--- config.mk ---
export PLATFORM = sky130hd
export DESIGN_NAME = vmem_host_port
export DESIGN_NICKNAME = d
export VERILOG_FILES = /design/src/rtl/vmem_pkg.sv /design/src/rtl/vmem_decode.sv /design/src/rtl/vmem_palette.sv /design/src/rtl/vmem_rsp.sv /design/src/rtl/vmem_host_port.sv
export SDC_FILE = /design/constraint.sdc
export NUM_CORES = 1
export LEC_CHECK = 0
export BUFFER_PORTS_ARGS = -buffer_cell sky130_fd_sc_hd__buf_2
export CAP_MARGIN = 5
export CORE_ASPECT_RATIO = 1.5
export CORE_MARGIN = 2
export CORE_UTILIZATION = 64
export DETAILED_ROUTE_END_ITERATION = 8
export PLACE_DENSITY_LB_ADDON = 0.15
export RECOVER_POWER = 25
export SLEW_MARGIN = 20
export SYNTH_ARGS = -nofsm -noshare
export SYNTH_HDL_FRONTEND = slang
export SYNTH_HIERARCHICAL = 1
export SYNTH_SLANG_ARGS = --single-unit
--- constraint.sdc ---
create_clock -name clk_i -period 7.1 [get_ports clk_i]
set_input_delay 1.42 -clock clk_i [delete_from_list [all_inputs] [get_ports clk_i]]
set_output_delay 1.42 -clock clk_i [all_outputs]
set_load 0.005 [all_outputs]
--- src/rtl/vmem_pkg.sv ---
package vmem_pkg;
  localparam logic [2:0] ACC_LEGAL_BYTES = 3'd2;

  typedef enum logic [1:0] {
    ACC_ERR  = 2'd0,
    ACC_PAL  = 2'd1,
    ACC_WIN  = 2'd2,
    ACC_BANK = 2'd3
  } acc_kind_e;
endpackage

--- src/rtl/vmem_decode.sv ---
module vmem_decode
  import vmem_pkg::*;
#(
  parameter int ADDR_W    = 24,
  parameter int WIN_AW    = 16,
  parameter int NUM_BANKS = 2,
  parameter int BANK_W    = 2,
  parameter int REG_WORDS = 16,
  parameter int PAL_WOFF  = 32'h40000,
  localparam int WOFF_W   = ADDR_W - 1,
  localparam int MEM_AW   = WIN_AW + $clog2(NUM_BANKS)
) (
  input  logic              we_i,
  input  logic [ADDR_W-1:0] addr_i,
  input  logic [2:0]        size_i,
  input  logic [BANK_W-1:0] bank_i,
  input  logic [WOFF_W-1:0] reg_base_i,
  output acc_kind_e         kind_o,
  output logic [MEM_AW-1:0] mem_addr_o
);
  logic [WOFF_W-1:0] woff;
  logic [WOFF_W:0]   off_x, base_x, lim_x;
  logic shape_ok, bank_ok, in_win, pal_hit, win_hit;

  assign woff     = addr_i[ADDR_W-1:1];
  assign off_x    = {1'b0, woff};
  assign base_x   = {1'b0, reg_base_i};
  assign lim_x    = base_x + (WOFF_W+1)'(REG_WORDS);
  assign shape_ok = (size_i == ACC_LEGAL_BYTES) && !addr_i[0];
  assign bank_ok  = 32'(bank_i) < NUM_BANKS;
  assign in_win   = (woff >> WIN_AW) == '0;
  assign pal_hit  = we_i && (woff == WOFF_W'(PAL_WOFF));
  assign win_hit  = (off_x >= base_x) && (off_x < lim_x);

  // order: shape/bank errors, out-of-window (palette or error), control window, bank
  always_comb begin
    kind_o     = ACC_ERR;
    mem_addr_o = '0;
    if (shape_ok && bank_ok) begin
      if (!in_win) begin
        if (pal_hit) kind_o = ACC_PAL;
      end else if (win_hit) begin
        kind_o     = ACC_WIN;
        mem_addr_o = MEM_AW'(woff - reg_base_i);
      end else begin
        kind_o     = ACC_BANK;
        mem_addr_o = (MEM_AW'(bank_i) << WIN_AW) | MEM_AW'(woff[WIN_AW-1:0]);
      end
    end
  end
endmodule

--- src/rtl/vmem_palette.sv ---
module vmem_palette #(
  parameter int PAL_N  = 16,
  parameter int DATA_W = 16,
  localparam int PAL_IW = $clog2(PAL_N)
) (
  input  logic              clk_i,
  input  logic              rst_ni,
  input  logic              we_i,
  input  logic [DATA_W-1:0] wdata_i,
  input  logic [PAL_IW-1:0] dbg_idx_i,
  output logic [DATA_W-1:0] dbg_data_o
);
  logic [PAL_IW-1:0] idx_q;
  logic [DATA_W-1:0] ent_q [PAL_N];

  always_ff @(posedge clk_i or negedge rst_ni) begin
    if (!rst_ni)                          idx_q <= '0;
    else if (we_i && idx_q == PAL_IW'(PAL_N-1)) idx_q <= '0;
    else if (we_i)                        idx_q <= idx_q + 1'b1;
  end

  for (genvar i = 0; i < PAL_N; i++) begin : g_ent
    always_ff @(posedge clk_i or negedge rst_ni) begin
      if (!rst_ni)                               ent_q[i] <= '0;
      else if (we_i && idx_q == PAL_IW'(i))      ent_q[i] <= wdata_i;
    end
  end

  assign dbg_data_o = ent_q[dbg_idx_i];

  AST_IDX_STEP: assert property (@(posedge clk_i) disable iff (!rst_ni)
    we_i |=> idx_q == (($past(idx_q) == PAL_IW'(PAL_N-1)) ? PAL_IW'(0) : PAL_IW'($past(idx_q) + 1'b1)));
  AST_IDX_HOLD: assert property (@(posedge clk_i) disable iff (!rst_ni)
    !we_i |=> $stable(idx_q));
endmodule

--- src/rtl/vmem_rsp.sv ---
module vmem_rsp #(
  parameter int DATA_W = 16
) (
  input  logic              clk_i,
  input  logic              rst_ni,
  input  logic              req_i,
  input  logic              err_i,
  input  logic              rd_i,
  input  logic [DATA_W-1:0] mem_rdata_i,
  output logic              rsp_valid_o,
  output logic              err_o,
  output logic [DATA_W-1:0] rdata_o
);
  logic rd_q;

  always_ff @(posedge clk_i or negedge rst_ni) begin
    if (!rst_ni) begin
      rsp_valid_o <= 1'b0;
      err_o       <= 1'b0;
      rd_q        <= 1'b0;
    end else begin
      rsp_valid_o <= req_i;
      err_o       <= req_i && err_i;
      rd_q        <= req_i && rd_i;
    end
  end

  assign rdata_o = rd_q ? mem_rdata_i : '0;

  AST_ERR_IN_RSP: assert property (@(posedge clk_i) disable iff (!rst_ni)
    err_o |-> rsp_valid_o);
endmodule

--- src/rtl/vmem_host_port.sv ---
module vmem_host_port
  import vmem_pkg::*;
#(
  parameter int ADDR_W    = 24,
  parameter int DATA_W    = 16,
  parameter int WIN_AW    = 16,
  parameter int NUM_BANKS = 2,
  parameter int BANK_W    = 2,
  parameter int REG_WORDS = 16,
  parameter int PAL_N     = 16,
  parameter int PAL_WOFF  = 32'h40000,
  localparam int WOFF_W   = ADDR_W - 1,
  localparam int MEM_AW   = WIN_AW + $clog2(NUM_BANKS),
  localparam int PAL_IW   = $clog2(PAL_N)
) (
  input  logic              clk_i,
  input  logic              rst_ni,
  input  logic              req_i,
  input  logic              we_i,
  input  logic [ADDR_W-1:0] addr_i,
  input  logic [2:0]        size_i,
  input  logic [DATA_W-1:0] wdata_i,
  input  logic [BANK_W-1:0] bank_i,
  input  logic [WOFF_W-1:0] reg_base_i,
  output logic              rsp_valid_o,
  output logic [DATA_W-1:0] rdata_o,
  output logic              err_o,
  output logic              mem_en_o,
  output logic              mem_we_o,
  output logic [MEM_AW-1:0] mem_addr_o,
  output logic [DATA_W-1:0] mem_wdata_o,
  input  logic [DATA_W-1:0] mem_rdata_i,
  input  logic [PAL_IW-1:0] pal_dbg_idx_i,
  output logic [DATA_W-1:0] pal_dbg_data_o
);
  acc_kind_e         kind;
  logic [MEM_AW-1:0] dec_addr;
  logic              pal_we;

  vmem_decode #(
    .ADDR_W(ADDR_W), .WIN_AW(WIN_AW), .NUM_BANKS(NUM_BANKS), .BANK_W(BANK_W),
    .REG_WORDS(REG_WORDS), .PAL_WOFF(PAL_WOFF)
  ) u_decode (
    .we_i(we_i), .addr_i(addr_i), .size_i(size_i), .bank_i(bank_i),
    .reg_base_i(reg_base_i), .kind_o(kind), .mem_addr_o(dec_addr)
  );

  assign mem_en_o    = req_i && (kind == ACC_WIN || kind == ACC_BANK);
  assign mem_we_o    = mem_en_o && we_i;
  assign mem_addr_o  = mem_en_o ? dec_addr : '0;
  assign mem_wdata_o = wdata_i;
  assign pal_we      = req_i && (kind == ACC_PAL);

  vmem_palette #(.PAL_N(PAL_N), .DATA_W(DATA_W)) u_palette (
    .clk_i(clk_i), .rst_ni(rst_ni), .we_i(pal_we), .wdata_i(wdata_i),
    .dbg_idx_i(pal_dbg_idx_i), .dbg_data_o(pal_dbg_data_o)
  );

  vmem_rsp #(.DATA_W(DATA_W)) u_rsp (
    .clk_i(clk_i), .rst_ni(rst_ni), .req_i(req_i), .err_i(kind == ACC_ERR),
    .rd_i(mem_en_o && !we_i), .mem_rdata_i(mem_rdata_i),
    .rsp_valid_o(rsp_valid_o), .err_o(err_o), .rdata_o(rdata_o)
  );

  AST_RSP_FOLLOWS: assert property (@(posedge clk_i) disable iff (!rst_ni)
    req_i |=> rsp_valid_o);
  AST_RSP_IDLE: assert property (@(posedge clk_i) disable iff (!rst_ni)
    !req_i |=> !rsp_valid_o && !err_o);
  AST_ERR_ZERO: assert property (@(posedge clk_i) disable iff (!rst_ni)
    err_o |-> rdata_o == '0);
  AST_WIN_RANGE: assert property (@(posedge clk_i) disable iff (!rst_ni)
    mem_en_o && kind == ACC_WIN |-> mem_addr_o < MEM_AW'(REG_WORDS));
  AST_BANK_SEL: assert property (@(posedge clk_i) disable iff (!rst_ni)
    mem_en_o && kind == ACC_BANK |-> (mem_addr_o >> WIN_AW) == MEM_AW'(bank_i));
endmodule

==> metrics.md <==
| Metric | Value |
|---|---|
| Fillers | `between 1500 and 2000` |
| Final setup TNS | `0 ns` |
| N_diodes | `0` |
| Least-Margin Pin Slew | `a little under 3 ns` |
| Yosys reg bits | `roughly 260` |
| Setup crit start kind | `input port` |
| Post-Syn Instances | `around 1100` |
| Total wire length | `between 30000 and 40000 um` |
| DR WL met3 | `~1300 um` |
| Clk buf depth | `3` |
| Most frequent cell after synthesis | `dfrtp_1` |
| M1 wire length | `roughly 14000 um` |
| H-tree levels | `1` |
| TritonCTS Buffers | `25` |
| CTS tree | `built` |
| Fin crit share | `between 90 and 100%` |
| Failing checks | `max-capacitance violations, max-slew violations` |
| DR iter-0 viols | `between 500 and 600` |
| CTS Root Cell | `clkbuf_16` |
| I/O Pins | `161` |
| Hold-fix buffer count after cts | `0` |
| Slew Viols, Final | `121` |
| Max_cap viols | `1` |
| Cell area power density | `193.6 nW/um2` |
| Finished Cell Area | `approximately 16000 um2` |
| Peak supply drop | `0.1915 mV` |
| Syn-to-layout area delta | `11.68%` |
| Synth top area share | `45.39%` |
| Design Power | `between 0.003 and 0.004 W` |
| Cts repair resizes | `0` |
| Register area | `approximately 6600 um2` |
| IO Port Bufs | `160` |
| Main area contributors after synthesis | `dfrtp_1, mux2_2, mux4_2` |
| Crit path time final | `~6.6 ns` |
| DR WL met2 | `between 15000 and 20000 um` |
| WP data required | `between 5 and 6 ns` |
| Worst EP arrival | `5.13 ns` |
| Area occupied by multi-input gates | `7281 um2` |
| Number of vias per cell | `approximately 6.3` |
| Crit path max fanout | `19` |
| Vias in the first global route | `10040` |
| Global-route wire length before repair | `55060 um` |
| Distinct cells, synth | `67` |
| Relative slew slack | `-97.19%` |
| RSZ-0062 raised after global routing | `false` |
| Number of nets with antenna violations after routing | `0` |
| Nets | `roughly 1400` |
| Leak Pwr | `8.432 nW` |
| Commonest cells post-synth | `dfrtp_1, mux2_2, mux4_2, ha_1, nand2_1` |
| Critical path type | `in2out` |
| Clk sink count | `roughly 260` |
| Via count | `9588` |
| Fmax | `152.7 MHz` |
| Die width | `between 100 and 150 um` |
| DR DRC count | `0` |
| Final hold viol count | `0` |
| Initial antenna violation count | `0` |
| Final core utilization | `between 70% and 80%` |
| Syn Area/Cell | `~13 um2` |
| Post-Syn Area | `about 14000 um2` |
| Sequential-to-total area share from yosys stat | `45.39%` |
| Full die area | `between 20000 and 25000 um2` |
| CP endpoint kind | `primary output` |
| Clock latency on the worst-skew pair | `roughly 0.53 ns` |
| Number of setup buffers added after CTS | `0` |
| Setup violators final | `0` |
| Share of cells above drive strength 1 | `44.93%` |
| Clock Skews | `around 0.0093 ns` |
| Overflow after GRT | `0` |
| Initial Util | `65.02%` |
| Ys flop type | `dfrtp_1` |
| Height of the die | `roughly 190 um` |
| Core area | `22300 um2` |
| DP HPWL | `between 20000 and 25000 um` |
| DP Area | `15370 um2` |
| Cell accounting for the most synthesized area | `dfrtp_1` |
| Largest net degree at the start of global routing | `between 100 and 150` |
| Asr flop ratio synth | `100.0%` |
| Pre-CTS setup slack | `approximately 0.63 ns` |
| Tot GR Track Use | `approximately 30%` |
| DR pass1 iterations | `5` |
| Run status | `finished, violations left` |
| Hold/Removal Path Class | `reg2reg` |
| # rows | `67` |
| Routed length per instance | `roughly 23 um` |
| Ys Warns | `6` |
| Post-synth EDFFs | `0` |
| Top Layer Used | `met4` |
| Synthesized Nets | `approximately 1200` |
| Final critical-path setup slack | `between 0.5 and 0.6 ns` |
| Clk pin slew, worst setup/hold paths | `0.06 ns` |
| Final Wtd Congestion | `just over 0.9` |
[layout by cell type, fill, tap and decap left out, types with 25 or more instances in the layout]
cell / instances
a21oi_1: 29
a22oi_1: 32
and3_1: 27
buf_2: 157
clkbuf_16: 25
dfrtp_1: 263
ha_1: 47
inv_1: 31
mux2_2: 233
mux4_2: 64
nand2_1: 36
nor2_1: 27
xnor2_1: 26
[power by group]
| part | internal [W] | switching [W] |
|---|---|---|
| Combinational | 0.000108 | 0.000191 |
| Clock | 0.000776 | 0.000559 |
| Sequential | 0.00150 | 0.000000666 |
| Total | 0.00238 | 0.000751 |
[critical path: stages]
cell,delay (ns)
buf_2,0.13
ha_1,0.20
and3_1,0.22
nand3_1,0.09
nor3_1,0.59
nand3_1,0.18
xnor2_1,0.16
ha_1,0.28
o21ai_0,0.09
a211oi_1,0.24
nor4_1,0.07
a31oi_1,0.20
o2bb2ai_2,0.23
buf_4,0.33
mux2_2,0.36
nor2_1,0.07
and3_1,0.16
buf_2,0.11
[metrics by stage]
| step | std cells | hold WS [ns] |
|---|---|---|
| after floorplan | 1098 | 0.4532 |
| after global placement | 1472 | 0.4694 |
| after detailed placement | 1472 | 0.4768 |
| after CTS | 1518 | 0.4912 |
| after global routing | 1518 | 0.5075 |
| final | 1518 | 0.4902 |
[state kept, by name, indices dropped and copies added, names as in the netlist]
signal and cells:
u_rsp/err_o 1, u_palette/idx_q 4, u_palette/ent_q 256, u_rsp/rsp_valid_o 1
u_rsp/rd_q 1
[layer usage]
| metal | vias to the layer above | track usage [%] |
|---|---|---|
| met5 | - | 0 |
| met4 | 0 | 8.918 |
| met3 | 66 | 3.095 |
| met2 | 253 | 53.33 |
| met1 | 4971 | 37.65 |
| li1 | 4298 | - |
[kinds of logic after synthesis]
kind of cell / Yosys count / synth area share, %
buf+inv: 120 / 4.393
mux: 331 / 30.59
compound gates: 114 / 5.264
fa+ha+maj: 48 / 4.194
xor+xnor: 29 / 1.752
simple gates: 193 / 8.414
flops: 263 / 45.39
[final timing paths]
kind	cells after the start	end	slack, ns	startpoint
min in group asynchronous	1	u_palette/ent_q[11]$_DFFE_PN0P_	1.78	rst_ni
worst max-delay path	18	mem_addr_o[0]	0.55	reg_base_i[4]
worst min register to register	1	u_palette/ent_q[86]$_DFFE_PN0P_	0.49	u_palette/ent_q[86]$_DFFE_PN0P_
max in group asynchronous	2	u_palette/ent_q[40]$_DFFE_PN0P_	3.49	rst_ni
worst max register to register	4	u_palette/ent_q[145]$_DFFE_PN0P_	4.93	u_palette/idx_q[2]$_DFFE_PN0P_
worst min-delay path	1	u_palette/ent_q[86]$_DFFE_PN0P_	0.49	u_palette/ent_q[86]$_DFFE_PN0P_
[area by class of cell]
class | instances | share of cell area, %
inverters | 34 | 0.7882
clock buffers | 39 | 4.683
multi-input cells | 715 | 44.97
well taps | 276 | 2.133
repair buffers | 184 | 6.298
flip-flops and latches | 263 | 40.65
clock inverters | 7 | 0.4868
No activity file was read; power rests on OpenSTA's default activity.
